==> config.mk <==
export PLATFORM = sky130hd
export DESIGN_NAME = mdrop_rx
export DESIGN_NICKNAME = d
export VERILOG_FILES = /design/src/rtl/mdr_pkg.sv /design/src/rtl/mdr_sync.sv /design/src/rtl/mdr_frame_rx.sv /design/src/rtl/mdr_idle_det.sv /design/src/rtl/mdr_wake_ctl.sv /design/src/rtl/mdrop_rx.sv
export SDC_FILE = /design/constraint.sdc
export NUM_CORES = 1
export LEC_CHECK = 0
export BUFFER_PORTS_ARGS = -buffer_cell sky130_fd_sc_hd__buf_2
export CAP_MARGIN = 15
export CELL_PAD_IN_SITES_DETAIL_PLACEMENT = 1
export CELL_PAD_IN_SITES_GLOBAL_PLACEMENT = 2
export CORE_ASPECT_RATIO = 1.2
export CORE_MARGIN = 8
export CORE_UTILIZATION = 29
export CTS_BUF_LIST = sky130_fd_sc_hd__clkbuf_4 sky130_fd_sc_hd__clkbuf_8 sky130_fd_sc_hd__clkbuf_16
export CTS_CLUSTER_DIAMETER = 100
export CTS_CLUSTER_SIZE = 16
export DETAILED_ROUTE_END_ITERATION = 8
export PLACE_DENSITY = 0.74
export SETUP_SLACK_MARGIN = 0.1
export SLEW_MARGIN = 30
export SYNTH_ARGS = -nofsm -noshare
export SYNTH_HDL_FRONTEND = slang
export SYNTH_HIERARCHICAL = 1
export SYNTH_SLANG_ARGS = --single-unit
==> constraint.sdc <==
create_clock -name clk -period 2.7 [get_ports clk]
set_input_delay 0.54 -clock clk [delete_from_list [all_inputs] [get_ports clk]]
set_output_delay 0.54 -clock clk [all_outputs]
set_load 0.01 [all_outputs]
==> src/rtl/mdr_pkg.sv <==
package mdr_pkg;

  typedef enum logic [1:0] {
    ST_IDLE  = 2'd0,
    ST_START = 2'd1,
    ST_SHIFT = 2'd2,
    ST_STOP  = 2'd3
  } rx_state_e;

  localparam int unsigned MDR_NUM_MATCH = 2;

endpackage

==> src/rtl/mdr_sync.sv <==
module mdr_sync #(
  parameter int unsigned STAGES  = 2,
  parameter logic        RST_VAL = 1'b0
) (
  input  logic clk,
  input  logic rst_n,
  input  logic d,
  output logic q
);

  logic [STAGES-1:0] chain_q;
  logic [STAGES-1:0] chain_n;

  always_comb begin
    chain_n = {chain_q[STAGES-2:0], d};
  end

  always_ff @(posedge clk or negedge rst_n) begin
    if (!rst_n) chain_q <= {STAGES{RST_VAL}};
    else        chain_q <= chain_n;
  end

  assign q = chain_q[STAGES-1];

endmodule

==> src/rtl/mdr_frame_rx.sv <==
module mdr_frame_rx
  import mdr_pkg::*;
#(
  parameter int unsigned DATA_W = 8,
  parameter int unsigned OSR    = 16
) (
  input  logic              clk,
  input  logic              rst_n,
  input  logic              tick,
  input  logic              rxd,
  input  logic              en,
  input  logic              frame11,
  output logic              done,
  output logic [DATA_W-1:0] data,
  output logic              ninth,
  output logic              stop_ok
);

  localparam int unsigned CW  = $clog2(OSR);
  localparam int unsigned BCW = $clog2(DATA_W + 1);
  localparam logic [CW-1:0] MID     = CW'(OSR / 2 - 1);
  localparam logic [CW-1:0] LAST_OS = CW'(OSR - 1);

  rx_state_e         st_q, st_n;
  logic [CW-1:0]     os_q, os_n;
  logic [BCW-1:0]    bit_q, bit_n, last_bit;
  logic [DATA_W:0]   sh_q, sh_n;
  logic              m11_q, m11_n;
  logic              mark_q, mark_n;
  logic              done_q, done_n;
  logic [DATA_W-1:0] data_q, data_n;
  logic              ninth_q, ninth_n;
  logic              stop_q, stop_n;

  always_comb begin
    st_n     = st_q;
    os_n     = os_q;
    bit_n    = bit_q;
    sh_n     = sh_q;
    m11_n    = m11_q;
    mark_n   = mark_q;
    done_n   = 1'b0;
    data_n   = data_q;
    ninth_n  = ninth_q;
    stop_n   = stop_q;
    last_bit = m11_q ? BCW'(DATA_W) : BCW'(DATA_W - 1);
    if (!en) begin
      st_n   = ST_IDLE;
      mark_n = 1'b0;
    end else begin
      case (st_q)
        ST_IDLE: begin
          if (rxd) begin
            mark_n = 1'b1;
          end else if (tick && mark_q) begin
            st_n   = ST_START;
            os_n   = '0;
            mark_n = 1'b0;
            m11_n  = frame11;
          end
        end
        ST_START: begin
          if (tick) begin
            if (os_q == MID) begin
              if (rxd) begin
                st_n = ST_IDLE;
              end else begin
                st_n  = ST_SHIFT;
                os_n  = '0;
                bit_n = '0;
              end
            end else begin
              os_n = os_q + 1'b1;
            end
          end
        end
        ST_SHIFT: begin
          if (tick) begin
            if (os_q == LAST_OS) begin
              os_n  = '0;
              sh_n  = {rxd, sh_q[DATA_W:1]};
              bit_n = bit_q + 1'b1;
              if (bit_q == last_bit) st_n = ST_STOP;
            end else begin
              os_n = os_q + 1'b1;
            end
          end
        end
        default: begin
          if (tick) begin
            if (os_q == LAST_OS) begin
              done_n  = 1'b1;
              stop_n  = rxd;
              data_n  = m11_q ? sh_q[DATA_W-1:0] : sh_q[DATA_W:1];
              ninth_n = m11_q & sh_q[DATA_W];
              st_n    = ST_IDLE;
              os_n    = '0;
            end else begin
              os_n = os_q + 1'b1;
            end
          end
        end
      endcase
    end
  end

  always_ff @(posedge clk or negedge rst_n) begin
    if (!rst_n) begin
      st_q    <= ST_IDLE;
      os_q    <= '0;
      bit_q   <= '0;
      sh_q    <= '0;
      m11_q   <= 1'b0;
      mark_q  <= 1'b0;
      done_q  <= 1'b0;
      data_q  <= '0;
      ninth_q <= 1'b0;
      stop_q  <= 1'b1;
    end else begin
      st_q    <= st_n;
      os_q    <= os_n;
      bit_q   <= bit_n;
      sh_q    <= sh_n;
      m11_q   <= m11_n;
      mark_q  <= mark_n;
      done_q  <= done_n;
      data_q  <= data_n;
      ninth_q <= ninth_n;
      stop_q  <= stop_n;
    end
  end

  assign done    = done_q;
  assign data    = data_q;
  assign ninth   = ninth_q;
  assign stop_ok = stop_q;

  // a completed character only follows a stop-bit sample on a tick
  p_done_after_stop_r2: assert property (@(posedge clk) disable iff (!rst_n)
    done_q |-> $past(st_q == ST_STOP && tick));

  // a start that reads high at mid-bit never reaches the data phase
  p_false_start_r4: assert property (@(posedge clk) disable iff (!rst_n)
    (st_q == ST_START && tick && os_q == MID && rxd && en) |=> (st_q == ST_IDLE));

  // no new character begins without a mark seen since the last one
  p_mark_before_start_r5: assert property (@(posedge clk) disable iff (!rst_n)
    (st_q == ST_IDLE && !mark_q) |=> (st_q == ST_IDLE));

endmodule

==> src/rtl/mdr_idle_det.sv <==
module mdr_idle_det #(
  parameter int unsigned DATA_W = 8,
  parameter int unsigned OSR    = 16
) (
  input  logic clk,
  input  logic rst_n,
  input  logic tick,
  input  logic rxd,
  input  logic en,
  input  logic frame11,
  input  logic arm,
  output logic det
);

  localparam int unsigned IW = $clog2((DATA_W + 3) * OSR + 1);
  localparam logic [IW-1:0] LIM10 = IW'((DATA_W + 2) * OSR - 1);
  localparam logic [IW-1:0] LIM11 = IW'((DATA_W + 3) * OSR - 1);

  logic [IW-1:0] cnt_q, cnt_n, lim;
  logic          armed_q, armed_n;
  logic          det_q, det_n;

  always_comb begin
    cnt_n   = cnt_q;
    armed_n = armed_q;
    det_n   = 1'b0;
    lim     = frame11 ? LIM11 : LIM10;
    if (!en) begin
      armed_n = 1'b0;
      cnt_n   = '0;
    end else if (arm) begin
      armed_n = 1'b1;
      cnt_n   = '0;
    end else if (armed_q) begin
      if (!rxd) begin
        cnt_n = '0;
      end else if (tick) begin
        if (cnt_q == lim) begin
          det_n   = 1'b1;
          armed_n = 1'b0;
          cnt_n   = '0;
        end else begin
          cnt_n = cnt_q + 1'b1;
        end
      end
    end
  end

  always_ff @(posedge clk or negedge rst_n) begin
    if (!rst_n) begin
      cnt_q   <= '0;
      armed_q <= 1'b0;
      det_q   <= 1'b0;
    end else begin
      cnt_q   <= cnt_n;
      armed_q <= armed_n;
      det_q   <= det_n;
    end
  end

  assign det = det_q;

  // one detection per idle period
  p_idle_single_r12: assert property (@(posedge clk) disable iff (!rst_n)
    det_q |=> !det_q);

  // nothing is detected while the receiver is disabled
  p_idle_needs_en_r10: assert property (@(posedge clk) disable iff (!rst_n)
    det_q |-> $past(en));

endmodule

==> src/rtl/mdr_wake_ctl.sv <==
module mdr_wake_ctl
  import mdr_pkg::*;
#(
  parameter int unsigned DATA_W = 8
) (
  input  logic              clk,
  input  logic              rst_n,
  input  logic              f_done,
  input  logic [DATA_W-1:0] f_data,
  input  logic              f_ninth,
  input  logic              f_stop_ok,
  input  logic              idle_det,
  input  logic              sleep_req,
  input  logic              wake_sel,
  input  logic [DATA_W-1:0] node_addr,
  input  logic [DATA_W-1:0] bcast_addr,
  input  logic              rx_ie,
  input  logic              idle_ie,
  input  logic              addr_ie,
  output logic [DATA_W-1:0] rx_data,
  output logic              rx_addr,
  output logic              rx_ferr,
  output logic              rx_valid,
  output logic              rx_irq,
  output logic              idle_irq,
  output logic              addr_irq,
  output logic              sleeping
);

  logic [MDR_NUM_MATCH-1:0][DATA_W-1:0] match_tab;
  logic [MDR_NUM_MATCH-1:0]             hit;

  assign match_tab[0] = node_addr;
  assign match_tab[1] = bcast_addr;

  for (genvar i = 0; i < MDR_NUM_MATCH; i++) begin : g_cmp
    assign hit[i] = (f_data == match_tab[i]);
  end

  logic              sleep_q, sleep_n;
  logic              hdr_q, hdr_n;
  logic [DATA_W-1:0] data_q, data_n;
  logic              addr_q, addr_n;
  logic              ferr_q, ferr_n;
  logic              valid_q, valid_n;
  logic              rxirq_q, rxirq_n;
  logic              idleirq_q, idleirq_n;
  logic              addrirq_q, addrirq_n;
  logic              wake_now, awake_eff, is_hdr, accept, reject;

  always_comb begin
    wake_now  = sleep_q & ((!wake_sel & idle_det) | (wake_sel & f_done & f_ninth));
    awake_eff = !sleep_q | wake_now;
    is_hdr    = hdr_q | wake_now | f_ninth;
    accept    = f_done & awake_eff & (!is_hdr | (|hit));
    reject    = f_done & awake_eff & is_hdr & !(|hit);

    sleep_n = sleep_q;
    if (sleep_req)     sleep_n = 1'b1;
    else if (reject)   sleep_n = 1'b1;
    else if (wake_now) sleep_n = 1'b0;

    hdr_n = hdr_q;
    if (sleep_req)                  hdr_n = 1'b0;
    else if (f_done && awake_eff)   hdr_n = 1'b0;
    else if (wake_now)              hdr_n = 1'b1;

    data_n = data_q;
    addr_n = addr_q;
    ferr_n = ferr_q;
    if (accept) begin
      data_n = f_data;
      addr_n = f_ninth;
      ferr_n = !f_stop_ok;
    end
    valid_n   = accept;
    rxirq_n   = accept & rx_ie;
    addrirq_n = accept & f_ninth & addr_ie;
    idleirq_n = idle_det & idle_ie & !sleep_q;
  end

  always_ff @(posedge clk or negedge rst_n) begin
    if (!rst_n) begin
      sleep_q   <= 1'b0;
      hdr_q     <= 1'b0;
      data_q    <= '0;
      addr_q    <= 1'b0;
      ferr_q    <= 1'b0;
      valid_q   <= 1'b0;
      rxirq_q   <= 1'b0;
      idleirq_q <= 1'b0;
      addrirq_q <= 1'b0;
    end else begin
      sleep_q   <= sleep_n;
      hdr_q     <= hdr_n;
      data_q    <= data_n;
      addr_q    <= addr_n;
      ferr_q    <= ferr_n;
      valid_q   <= valid_n;
      rxirq_q   <= rxirq_n;
      idleirq_q <= idleirq_n;
      addrirq_q <= addrirq_n;
    end
  end

  assign rx_data  = data_q;
  assign rx_addr  = addr_q;
  assign rx_ferr  = ferr_q;
  assign rx_valid = valid_q;
  assign rx_irq   = rxirq_q;
  assign idle_irq = idleirq_q;
  assign addr_irq = addrirq_q;
  assign sleeping = sleep_q;

  // a delivery leaves the receiver awake unless sleep was just requested
  p_valid_awake_r6: assert property (@(posedge clk) disable iff (!rst_n)
    valid_q |-> (!sleep_q || $past(sleep_req)));

  // receive interrupt only with a delivery and its enable
  p_rx_irq_gate_r11: assert property (@(posedge clk) disable iff (!rst_n)
    rxirq_q |-> (valid_q && $past(rx_ie)));

  // address interrupt only for a delivered address character
  p_addr_irq_r3: assert property (@(posedge clk) disable iff (!rst_n)
    addrirq_q |-> (valid_q && addr_q));

  // a delivered address character matched one of the two addresses
  p_addr_match_r9: assert property (@(posedge clk) disable iff (!rst_n)
    (valid_q && addr_q) |-> (data_q == $past(node_addr) || data_q == $past(bcast_addr)));

  // the idle interrupt is only raised by an awake receiver
  p_idle_irq_awake_r7: assert property (@(posedge clk) disable iff (!rst_n)
    idleirq_q |-> $past(!sleep_q));

endmodule

==> src/rtl/mdrop_rx.sv <==
module mdrop_rx #(
  parameter int unsigned DATA_W      = 8,
  parameter int unsigned OSR         = 16,
  parameter int unsigned SYNC_STAGES = 2
) (
  input  logic              clk,
  input  logic              rst_n,
  input  logic              os_tick,
  input  logic              rxd,
  input  logic              rx_en,
  input  logic              frame11,
  input  logic              wake_sel,
  input  logic              sleep_req,
  input  logic              rx_ie,
  input  logic              idle_ie,
  input  logic              addr_ie,
  input  logic [DATA_W-1:0] node_addr,
  input  logic [DATA_W-1:0] bcast_addr,
  output logic [DATA_W-1:0] rx_data,
  output logic              rx_addr,
  output logic              rx_ferr,
  output logic              rx_valid,
  output logic              rx_irq,
  output logic              idle_irq,
  output logic              addr_irq,
  output logic              sleeping
);

  logic              rst_sync_n;
  logic              rxd_s;
  logic              f_done, f_ninth, f_stop_ok, idle_det;
  logic [DATA_W-1:0] f_data;

  mdr_sync #(.STAGES(SYNC_STAGES), .RST_VAL(1'b0)) u_rst_sync (
    .clk(clk), .rst_n(rst_n), .d(1'b1), .q(rst_sync_n)
  );

  mdr_sync #(.STAGES(SYNC_STAGES), .RST_VAL(1'b1)) u_rxd_sync (
    .clk(clk), .rst_n(rst_sync_n), .d(rxd), .q(rxd_s)
  );

  mdr_frame_rx #(.DATA_W(DATA_W), .OSR(OSR)) u_frame (
    .clk(clk), .rst_n(rst_sync_n), .tick(os_tick), .rxd(rxd_s), .en(rx_en),
    .frame11(frame11), .done(f_done), .data(f_data), .ninth(f_ninth),
    .stop_ok(f_stop_ok)
  );

  mdr_idle_det #(.DATA_W(DATA_W), .OSR(OSR)) u_idle (
    .clk(clk), .rst_n(rst_sync_n), .tick(os_tick), .rxd(rxd_s), .en(rx_en),
    .frame11(frame11), .arm(f_done), .det(idle_det)
  );

  mdr_wake_ctl #(.DATA_W(DATA_W)) u_wake (
    .clk(clk), .rst_n(rst_sync_n), .f_done(f_done), .f_data(f_data),
    .f_ninth(f_ninth), .f_stop_ok(f_stop_ok), .idle_det(idle_det),
    .sleep_req(sleep_req), .wake_sel(wake_sel), .node_addr(node_addr),
    .bcast_addr(bcast_addr), .rx_ie(rx_ie), .idle_ie(idle_ie), .addr_ie(addr_ie),
    .rx_data(rx_data), .rx_addr(rx_addr), .rx_ferr(rx_ferr), .rx_valid(rx_valid),
    .rx_irq(rx_irq), .idle_irq(idle_irq), .addr_irq(addr_irq), .sleeping(sleeping)
  );

endmodule

# Word-level counts from Yosys, hierarchy flattened

Index checks and enable logic that the tools add are counted.

Register bits after elaboration: 62
Latch bits: 0
Bits in writable memories: 0
Bits in read-only memories: 0
Output and inout port bits: 15
Logic and storage cells: 159
Memories kept: 0

Add/subtract/negate cells: 3
Multiply operators: 0
Divide/modulo/power cells: 0
$lt $le $gt $ge: 0
Eq/ne operators: 29
Shift operators: 0
Muxes and demuxes: 60
Bitwise logic cells: 21
Reductions and logical operators: 22

Operators by type and width:

| kind                                                                    | number |
|---|---|
| 8-bit 2-to-1 mux                                                        | 7 |
| 4-bit 2-to-1 mux                                                        | 12 |
| 1-bit 2-to-1 mux                                                        | 26 |
| 8-bit == test                                                           | 3 |
| 2-bit 2-to-1 mux                                                        | 11 |
| 4-bit one-hot mux with 2 select lines                                   | 2 |
| 3-bit by 2-bit inequality test with 1-bit output, second input constant | 5 |
| 1-bit AND                                                               | 14 |
| 3-bit inequality test, second input constant                            | 4 |
| 4-bit AND reduction                                                     | 3 |
| 9-bit AND reduction                                                     | 1 |
| 4-bit by 1-bit adder with 4-bit output, second input constant           | 2 |
| 8-bit by 1-bit adder with 8-bit output, second input constant           | 1 |
| 2-bit by 1-bit inequality test with 1-bit output, second input constant | 4 |
| 2-bit inequality test, second input constant                            | 4 |
| 7-bit AND reduction                                                     | 1 |
| 6-bit 2-to-1 mux                                                        | 1 |
| 3-bit by 1-bit inequality test with 1-bit output, second input constant | 2 |
| 2-bit one-hot mux with 3 select lines                                   | 1 |
| 6-bit AND reduction                                                     | 1 |
| 3-bit nonzero test                                                      | 2 |
| 1-bit zero test                                                         | 5 |
| 1-bit bitwise OR                                                        | 5 |
| 4-bit by 3-bit == test with 1-bit output, second input constant         | 1 |
| other kinds (13)                                                        | 17 |

# Depth between registers and ports, before layout

Word-level depth: 11
Gate-level depth with buffers: 6
Depth with buffers taken out: 5

# By module

Netlist, hierarchy kept.

Modules (own cells, without submodules):

| module                | instances | cells an instance | area each (sq um) | seq. area each (sq um) |
|---|---|---|---|---|
| mdr_frame_rx          | 1         | 142               | 1572.8            | 802.0 |
| mdr_wake_ctl          | 1         | 70                | 848.3             | 400.4 |
| mdr_idle_det          | 1         | 61                | 540.5             | 250.2 |
| mdr_sync (u_rxd_sync) | 1         | 2                 | 52.6              | 52.6 |
| mdr_sync (u_rst_sync) | 1         | 2                 | 50.0              | 50.0 |
| mdrop_rx              | 1         | 1                 | 3.8               | 0.0 |

# Least setup slack after synthesis

Ideal clock, no wire load.

Path type: input -> register
Start: in frame11
End: reg u_idle.cnt_q[5]
Arrival time: 1.617 ns
Setup slack: 0.957 ns
Stages: 4
Buffers on the path: 0
Path through: or3b_1 > a2111o_1 > a32oi_1 > o21ai_1

Cells in the longest elaborated chain, start to end: 8

RTL lines:

| element                | line               | text |
|---|---|---|
| start: declaration     | mdrop_rx.sv:11     | `input logic frame11,` |
| 6-bit 2-to-1 mux       | mdr_idle_det.sv:27 | `lim = frame11 ? LIM11 : LIM10;` |
| 8-bit == test          | mdr_idle_det.sv:38 | `if (cnt_q == lim) begin` |
| 8-bit 2-to-1 mux       | mdr_idle_det.sv:38 |  |
| 8-bit 2-to-1 mux       | mdr_idle_det.sv:37 | `end else if (tick) begin` |
| 8-bit 2-to-1 mux       | mdr_idle_det.sv:35 | `if (!rxd) begin` |
| 8-bit 2-to-1 mux       | mdr_idle_det.sv:34 | `end else if (armed_q) begin` |
| 8-bit 2-to-1 mux       | mdr_idle_det.sv:31 | `end else if (arm) begin` |
| 8-bit 2-to-1 mux       | mdr_idle_det.sv:28 | `if (!en) begin` |
| end signal: assignment | mdr_idle_det.sv:55 | `cnt_q <= cnt_n;` |
| end: declaration       | mdr_idle_det.sv:19 | `logic [IW-1:0] cnt_q, cnt_n, lim;` |

No other way between the ends. The select of a mux whose other input is x is not followed.
A chain may end at the register's enable or synchronous reset.

# Final worst setup path

Start: reg u_frame.os_q[0]
End: reg u_frame.sh_q[5]

Cells in the longest elaborated chain, start to end: 2

RTL lines:

| element                              | line                | text |
|---|---|---|
| start: declaration                   | mdr_frame_rx.sv:25  | `logic [CW-1:0] os_q, os_n;` |
| start signal: assignment             | mdr_frame_rx.sv:121 | `os_q <= os_n;` |
| 4-bit == test                        | mdr_frame_rx.sv:79  | `if (os_q == LAST_OS) begin` |
| 4-bit AND reduction (no source line) | --                  |  |
| end signal: assignment               | mdr_frame_rx.sv:123 | `sh_q <= sh_n;` |
| end: declaration                     | mdr_frame_rx.sv:27  | `logic [DATA_W:0] sh_q, sh_n;` |

No other way between the ends.

==> results.toml <==
[status]
run_status = "completed"

[clock_tree]
worstSkewPairLatency_ns = 0.32
cts_num_sinks = 62
tritoncts = "done"
h-tree-depth = 3
clock_tree.root_cell = "sky130_fd_sc_hd__clkbuf_16"
cts-root-to-sink-buffers = 2
clk_pin_slew_ns = 0.05
post_cts.resized_instances = 0
tritoncts.num_buffers = 9

[logic_synthesis]
muxShareOfSynthArea_pct = 12.6
asyncSetResetFlopFracSynth_pct = 100
part_of_the_yosys_area_used_for_sequential_elements_pct = 50.7
number_of_register_bits_inferred_by_synthesis = 62
synth.distinct_cells = 53
synth_adder_area_share_pct = 1.22
synth_area_um2 = 3070
synth_enable_flop_cells = 0
synthFlopType = "sky130_fd_sc_hd__dfrtp_1"
synthesis.instances = 278
syn_nets = 308
syn_avg_cell_area_um2 = 11.0
combinational_family_with_the_most_area_after_synthesis = "simple AND/OR/NAND/NOR gates"
synth_xor_xnor_area_share_pct = 4.57
yosysWarningCount = 6
post_synth_and_or_nand_nor_area_fraction_pct = 16.8
compound_gate_portion_of_the_synthesized_area_pct = 10.4

[power_and_ir_drop]
static_power_due_to_leakage_nw = 1.71
report.power.total_mw = 2.32
p_int_mw = 1.81
share_seq_of_total_power_pct = 43.4
switching_power_mw = 0.509
swShare_pct = 22.0
power.density_nw_per_um2 = 621
power_frac_comb_pct = 5.7
peak_supply_drop_mv = 0.281
power.clock.fraction_pct = 50.9

[routing]
first_iter_violations = 69
antenna_violating_nets_post_route = 0
drt_drc_violations_left = 0
drt_first_pass_iters = 4
avgViaCountPerCell = 4.85
wl_per_cell_um = 15.4
via_count_of_the_routed_design = 2227
routed_wirelength_um = 7070

[job]
max_capacitance_violation_count = 0

[timing]
worstMarginPinSlew_ns = 0.743
finClkSkew_ns = 0.00711
fin_setup_tns_ns = 0
timing.fmax_mhz = 532
setup_violations = 0
timing.hold.ws_ns = 0.315
setup_repair_after_global_routing_missed_its_margin = "false"
timing.final.crit_period_ns = 1.88
final-hold-violation-count = 0
layout_worst_path_cycle_share_pct = 69.6
maxSlewViolCount = 0
relative_slew_margins_pct = 50.5

[critical_path]
crit-reg2reg-launch = "u_frame/os_q[0]"
reg2reg_setup_slack_ns = 0.82
worst_path_largest_cell_delay_ns = 0.44
maximum_net_fanout_on_the_critical_path = 11
crit_chain = "ha_1, and4_1, nand3_1, mux2_2"
r2r-end = "u_frame/sh_q[5]"
critical_path_class = "reg -> reg"
crit_required_ns = 2.90
r2r.worst_path.cells = 4
critical-path-slowest-cell = "sky130_fd_sc_hd__mux2_2"
crit_path_end_kind = "flop"
critPathLaunchType = "flop"
crit_arrival_ns = 2.08

[final_layout]
layout.cells.non_filler = 459
layout.cells.most_common = "sky130_fd_sc_hd__dfrtp_1"
leading_cell_types_in_the_layout_fill_and_taps_excluded = "sky130_fd_sc_hd__dfrtp_1 (58), sky130_fd_sc_hd__buf_2 (41), sky130_fd_sc_hd__nand2_1 (22), sky130_fd_sc_hd__o21ai_0 (21), sky130_fd_sc_hd__xnor2_1 (16)"
number_of_filler_instances_in_the_final_layout = 1167
design.final.nets = 356
area_growth_from_synthesis_to_final_layout_pct = 21.6
final_cell_area_um2 = 3730
layout-drive-gt1-share_pct = 28.5
antenna_cells_inserted = 0

[floorplanning]
die_width_um = 110
die-height_um = 129
die_ar_um2 = 14100
std_cell_rows = 41
ios = 42
floorplan.initialDensity_pct = 29.5
core-area_um2 = 10400

[placement]
post-place-cells = 443
hpwlAfterDp_um = 5170
placement.cell_area_um2 = 3410
gpl.final_weighted_congestion = 0.723
port_buffers = 41

[min_path]
hold-path-cell-count = 1
worst_hold_startpoint = "rxd"
min-delay-path-class = "in -> reg"
worst_hold_path.endpoint = "u_rxd_sync/chain_q[0]"

[global_routing]
global_route_wire_length_before_repair_um = 11700
number_of_global_route_vias_before_repair = 2300
most_congested_layer_reported_by_global_routing = "met2"
grt_usage_pct = 10.6
grt_use_met1_pct = 13.1
grt_antenna_before_repair = 0
groute.layer.met2.usage_pct = 16.6
global_route.usage.met3_pct = 3.20
globalRoute.totalOverflow = 0
grt_max_degree = 34
==> through the flow <==
| step | setup slack, ns | utilization (%) |
|---|---|---|
| after floorplan | 0.851 | - |
| after global placement | 0.756 | 32.8 |
| after detailed placement | 0.715 | 32.8 |
| after CTS | 0.812 | 35.8 |
| after global routing | 0.714 | 35.8 |
| final | 0.822 | 35.8 |
==> flip-flops by register name, summed over array words and instances (netlist names), 2 cells and up <==
name / count
u_frame/sh_q: 9
u_frame/data: 8
u_idle/cnt_q: 8
u_wake/rx_data: 8
u_frame/bit_q: 4
u_frame/os_q: 4
u_frame/st_q: 2
u_rst_sync/chain_q: 2
u_rxd_sync/chain_q: 2
==> synthesized netlist by cell type (all sizes together) (4+ instances only) <==
cell    instances  area, µm²
nand3b          4       30.0
mux2i          14        140
nor2           11       48.8
nand2          22       82.6
o21ai          23        115
nor3            5       25.0
mux2           20        248
nor2b           4       25.0
nand3          14       70.1
inv            14       52.6
clkbuf          4       15.0
nand4           7       43.8
nand2b          5       33.8
buf             5       40.0
xnor2          16        140
dfrtp          59       1480
==> timing repair <==
| action | 4_1_cts | 5_1_grt |
|---|---|---|
| hold endpoints to repair | 2 | 0 |
| setup buffers | 0 | 0 |
| hold buffers | 1 | 0 |
==> logic make-up after synthesis <==
logic type / after synthesis
compound gates: 47
buf+inv: 23
simple gates: 92
flops: 62
fa+ha+maj: 3
other cells: 1
xor+xnor: 16
mux: 34
==> worst max path at each step <==
stage | from | to | slack (ns) | cells after the start
2_1_floorplan | u_rst_sync/chain_q[1] | u_frame/bit_q[0] | 0.85 | 0
5_1_grt | u_frame/os_q[0] | u_frame/sh_q[5] | 0.71 | 4
3_5_place_dp | frame11 | u_idle/cnt_q[5] | 0.71 | 5
6_report | u_frame/os_q[0] | u_frame/sh_q[5] | 0.82 | 4
3_3_place_gp | frame11 | u_idle/cnt_q[5] | 0.76 | 5
4_1_cts | u_frame/os_q[0] | u_frame/sh_q[5] | 0.81 | 4
==> worst max-delay path: cells and delay by family, from the launching register on <==
kind / cells / cell delay (ns)
fa+ha+maj: 1 / 0.26
flops: 1 / 0.38
simple gates: 2 / 0.67
mux: 1 / 0.44
==> cell type report <==
| type | count | area [µm²] | share of cell area (%) |
|---|---|---|---|
| sequential | 62 | 1560 | 41.7 |
| multi-input combinational | 193 | 1410 | 37.7 |
| clock buffer | 12 | 267 | 7.15 |
| timing repair buffer | 46 | 245 | 6.57 |
| tap | 129 | 161 | 4.33 |
| inverter | 14 | 52.6 | 1.41 |
| clock inverter | 3 | 42.5 | 1.14 |
==> power by group through the flow <==
stage	sequential [mW]	combinational [mW]	clock, mW
after global placement	1.02	0.129	0
after detailed placement	1.03	0.132	0
after global routing	1.01	0.149	1.26
after floorplan	0.992	0.109	0
final	1.01	0.132	1.18
after CTS	1.01	0.134	1.22
==> layer usage <==
layer,up-vias,part of all wire [%]
met3,10,7.4
li1,1089,-
met2,57,46
met1,1071,45
met5,-,0
met4,0,1.7
Power figures use the tool's default switching activity.
